--- src/rtl/clk_strap_ctrl.sv ---
module clk_strap_ctrl #(
  parameter int SYNC_STAGES = 2
) (
  input  logic       clk_ref,
  input  logic       rst_n,
  input  logic       en_pin0,
  input  logic       en_pin1,
  input  logic       en_pin23,
  input  logic       mode_pin,
  input  logic [1:0] ratio_pin,
  input  logic [3:0] reg_ch_off,
  input  logic       reg_div_mode,
  input  logic [2:0] reg_ratio,
  output logic [3:0] clk_out,
  output logic       mode_div,
  output logic [2:0] ratio_val,
  output logic       cfg_err
);
  localparam int PW = 6;

  logic [SYNC_STAGES-1:0][PW-1:0] sq;
  logic [PW-1:0] ps;
  logic [2:0] cnt, act_ratio, want_ratio;
  logic act_div, neg_q;
  logic [3:0] en_q;

  assign ps = sq[SYNC_STAGES-1];

  wire [3:0] pin_en   = {ps[2], ps[2], ps[1], ps[0]};
  wire       want_div = ps[3] | reg_div_mode;
  wire [1:0] rcode    = ps[5:4];
  wire       reg_ok   = (reg_ratio >= 3'd2) && (reg_ratio <= 3'd4);
  wire       bad_use  = want_div && (rcode == 2'b00) && !reg_ok;

  always_comb begin
    case (rcode)
      2'b01:   want_ratio = 3'd2;
      2'b10:   want_ratio = 3'd3;
      2'b11:   want_ratio = 3'd4;
      default: want_ratio = reg_ok ? reg_ratio : 3'd2;
    endcase
  end

  wire tc      = (cnt == act_ratio - 3'd1);
  wire pos_hi  = (cnt < (act_ratio >> 1));
  wire div_clk = pos_hi | neg_q;
  wire src     = act_div ? div_clk : clk_ref;

  always_ff @(posedge clk_ref or negedge rst_n) begin
    if (!rst_n) begin
      sq        <= '0;
      cnt       <= '0;
      act_ratio <= 3'd2;
      act_div   <= 1'b0;
      cfg_err   <= 1'b0;
    end else begin
      sq      <= {sq[SYNC_STAGES-2:0], {ratio_pin, mode_pin, en_pin23, en_pin1, en_pin0}};
      cfg_err <= cfg_err | bad_use;
      if (tc) begin
        cnt       <= '0;
        act_ratio <= want_ratio;
        act_div   <= want_div;
      end else begin
        cnt <= cnt + 3'd1;
      end
    end
  end

  always_ff @(negedge clk_ref or negedge rst_n) begin
    if (!rst_n) begin
      neg_q <= 1'b0;
      en_q  <= '0;
    end else begin
      neg_q <= pos_hi & act_ratio[0];
      if (!act_div || !pos_hi) en_q <= pin_en & ~reg_ch_off;
    end
  end

  assign clk_out   = {4{src}} & en_q;
  assign mode_div  = act_div;
  assign ratio_val = act_ratio;
endmodule


--- config.mk ---
export PLATFORM = sky130hd
export DESIGN_NAME = clk_strap_ctrl
export DESIGN_NICKNAME = d
export VERILOG_FILES = /design/src/rtl/clk_strap_ctrl.sv
export SDC_FILE = /design/constraint.sdc
export NUM_CORES = 1
export LEC_CHECK = 0
export BUFFER_PORTS_ARGS = -buffer_cell sky130_fd_sc_hd__buf_2
export CAP_MARGIN = 5
export CORE_MARGIN = 5
export CORE_UTILIZATION = 52
export DETAILED_ROUTE_END_ITERATION = 7
export GPL_ROUTABILITY_DRIVEN = 0
export PLACE_DENSITY = 0.86
export SLEW_MARGIN = 20
export SYNTH_ARGS = -nofsm -noshare
export SYNTH_HDL_FRONTEND = slang
export SYNTH_SLANG_ARGS = --single-unit
--- constraint.sdc ---
create_clock -name clk_ref -period 2.3 [get_ports clk_ref]
set_input_delay 0 -clock clk_ref [delete_from_list [all_inputs] [get_ports clk_ref]]
set_output_delay 0 -clock clk_ref [all_outputs]
set_load 0.02 [all_outputs]
* Word level (Yosys, flattened, before mapping)
Index checks and enable logic that the tools add are counted.
** Storage, ports and cells
- Output and inout bits :: 9
- Register bits after elaboration :: 25
- Word-level logic and storage cells :: 36
** Operators by class
- Order comparisons :: 3
- Bitwise operators :: 7
- Add/sub/neg operators :: 2
- Equality and inequality tests :: 4
- Reduce and logical (&&, ||, !) cells :: 8
- Mux-type cells :: 4
** Operators by type and width (number)
- $pmux W3 S3 :: 1
- $and A4 B4 Y4 :: 2
- $mux W3 :: 2
- $eq A2 B2 Y1 const B :: 2
- $not A4 Y4 :: 1
- $add A3 B1 Y3 const B :: 1
- $eq A3 B3 Y1 :: 1
- $ge A3 B2 Y1 const B :: 1
- $le A3 B3 Y1 const B :: 1
- $logic_and A1 B1 Y1 :: 3
- $logic_not A1 Y1 :: 3
- $lt A3 B2 Y1 :: 1
- $or A1 B1 Y1 :: 3
- $sub A3 B1 Y3 const B :: 1
- $eq A2 B1 Y1 const B :: 1
- $logic_not A2 Y1 :: 1
- $and A1 B1 Y1 :: 1
- $logic_or A1 B1 Y1 :: 1
- $mux W1 :: 1

* Logic depth before layout (Yosys ltp)
- Word-level depth :: 5
- Depth in mapped cells :: 5

==> flow_metrics.tcl <==
set metrics [dict create \
    min_from "reg_ratio[0]" \
    crit_required_ns 1.45 \
    synth-edff-count 0 \
    synth_top_cell_area_share_pct 41.1 \
    ios 25 \
    setup_viol 8 \
    dieArea_um2 3270 \
    rows 17 \
    stdcell_area_um2 1660 \
    regArea_um2 628 \
    drv_cap 0 \
    cp.arrival_ns 1.77 \
    syn_nets 115 \
    startpoint "ratio_val[2]" \
    whs_ns 0.0635 \
    final_nets 176 \
    final_max_slew_viol_count 0 \
    antenna_cells 0 \
    synth_ff_type "dfrtp_1" \
    syn2layout_area_growth_pct 43.8 \
    r2r-start "ratio_val[2]" \
    syn_inst 92 \
    avgSynthCellArea_um2 12.6 \
    static-leakage-power_uw 0.000826 \
    setup_ws_ns -0.327 \
    synthTopCellsByArea "dfrtp_1 (41%), dfrtn_1 (11%), ha_1 (7.6%)" \
    vias_per_cell 5.35 \
    crit_chain "inv_2 -> ha_4 -> a2111o_1 -> mux2i_1" \
    power_density_nw_per_um2 1310 \
    initial_core_util_pct 53.3 \
    start_kind "flop" \
    hold_violations 0 \
    wl_um 3000 \
    synth_area_um2 1160 \
    fp.coreArea_um2 2170 \
    p_total_uw 2180 \
    slew_headroom_pct 57.2 \
    drc_errors 0 \
    synthArstFlopShare_pct 100 \
    ys_seq_elements 25 \
    critPathKind "reg -> reg" \
    violations "setup timing" \
    max_stage_delay_ns 0.47 \
    tightest_slew_ns 0.634 \
    wl_per_cell_um 16.7 \
    n_fill_cell 134 \
    die_h_um 57.2 \
    hpwl_um 1800 \
    yosys-top-cells-count "dfrtp_1 (19), inv_1 (10), ha_1 (7), nand2b_1 (6)" \
    critical_path.slowest_cell "a2111o_1" \
    clkTransAtPathRegs_ns 0.13 \
    port_buffers 24 \
    dieWidth_um 57.2 \
    layout-drive-gt1-share_pct 40.1 \
    grt_pass1_vias 1177 \
    crit_fanout 4 \
    clk_latency_ns 0.45 \
    synth_seq_area_share_pct 54.2 \
    yosysMostFrequentCell "dfrtp_1" \
    grt_max_degree 18 \
    grt_usage_pct 21.1 \
    status "finished with violations" \
    drtIter0Drc 11 \
    ir_drop_uv 817 \
    yosysWarnings 0 \
    overflow 0 \
    cts_tree "yes" \
    yosys.area.top_type "dfrtp_1" \
    grt_setup_unrepaired "true" \
    antenna_found_initial 0 \
    clock_skew_ns 0.00716 \
    place_area_um2 1390 \
    drtPass1Iterations 4 \
    grt_first_pass_wirelength_um 5030 \
    hp-class "in -> reg" \
    multi_input_area_um2 533 \
    yosys.cell_types.count 30 \
    ant_nets 0 \
    critPathCaptureType "flop" \
    vias 963 \
]
layout by cell type, fill, tap and decap left out, types with 2 or more instances in the layout:
cell           instances
mux2i_1                5
nor2_1                 3
nand2_1                2
inv_1                  9
ha_1                   6
o211ai_1               3
nand2b_1               6
xnor2_1                2
o41ai_1                2
dlygate4sd3_1         12
buf_4                 15
clkbuf_4              12
a211oi_2               4
dfrtn_1                5
buf_2                 20
xor2_1                 4
nor2b_1                3
dfrtp_1               18
per-stage QoR:
step | worst slack (ns) | cells | setup TNS, ns | utilization [%]
6_report | -0.327 | 180 | -2.04 | 76.7
3_3_place_gp | -0.312 | 153 | -1.25 | 64.2
4_1_cts | -0.324 | 180 | -2.01 | 75.3
3_5_place_dp | -0.365 | 153 | -1.45 | 64.2
2_1_floorplan | -0.381 | 92 | -1.52 | -
5_1_grt | -0.410 | 180 | -2.56 | 76.7
kinds of logic after synthesis:
group           count (synthesis)  share of synthesized area, %
simple gates                   20                          10.6
xor+xnor                        7                          6.59
compound gates                 16                          11.2
buf+inv                        10                          3.24
mux                             7                          6.59
flops                          25                          54.2
fa+ha+maj                       7                          7.57
sequential cells by signal, indices dropped and copies added (netlist names):
register,cells
cfg_err,1
cnt,3
ratio_val,3
ps,6
mode_div,1
en_q,4
neg_q,1
sq,6
worst max-delay path, delay by kind of cell (launching register included):
kind / cells / cell delay, ns
fa+ha+maj: 1 / 0.20
buf+inv: 1 / 0.07
flops: 1 / 0.43
mux: 1 / 0.16
compound gates: 1 / 0.47
per-layer routing:
| layer | vias up | GRT usage (%) | wire [um] |
|---|---|---|---|
| met1 | 472 | 21.0 | 1080 |
| met2 | 37 | 34.6 | 1660 |
| met4 | 0 | 17.9 | 119 |
| li1 | 441 | - | - |
| met3 | 13 | 7.69 | 142 |
| met5 | - | 0 | 0 |
path summary, 6_finish.rpt:
kind	endpoint	cells after the start	slack (ns)
min in group asynchronous	ps[2]	3	0.14
hold reg to reg	ps[4]	0	0.37
setup reg to reg	en_q[1]	4	-0.33
hold / removal	ratio_val[2]	4	0.06
setup / recovery	en_q[1]	4	-0.33
max in group asynchronous	en_q[1]	2	1.19
timing repair:
action	CTS	global route
hold buffers	12	0
resized for setup	2	8
setup endpoints to repair	8	8
pin swaps	5	0
endpoints found under the hold margin	28	0
buffers inserted	2	0
area by class of cell:
| type | instances | area share [%] |
|---|---|---|
| tap | 28 | 2.11 |
| clock inverter | 1 | 0.451 |
| inverter | 10 | 2.26 |
| multi-input combinational | 57 | 32.0 |
| sequential | 25 | 37.7 |
| timing repair buffer | 43 | 18.2 |
| clock buffer | 16 | 7.22 |
power by group:
part           total, uW  leakage, uW  switching, uW  internal (uW)
Sequential           617     0.000293           63.4            554
Combinational       1030     0.000445            527            505
Clock                530    0.0000878            262            268
Total               2180     0.000826            852           1330
(Power assumes the default switching activity.)
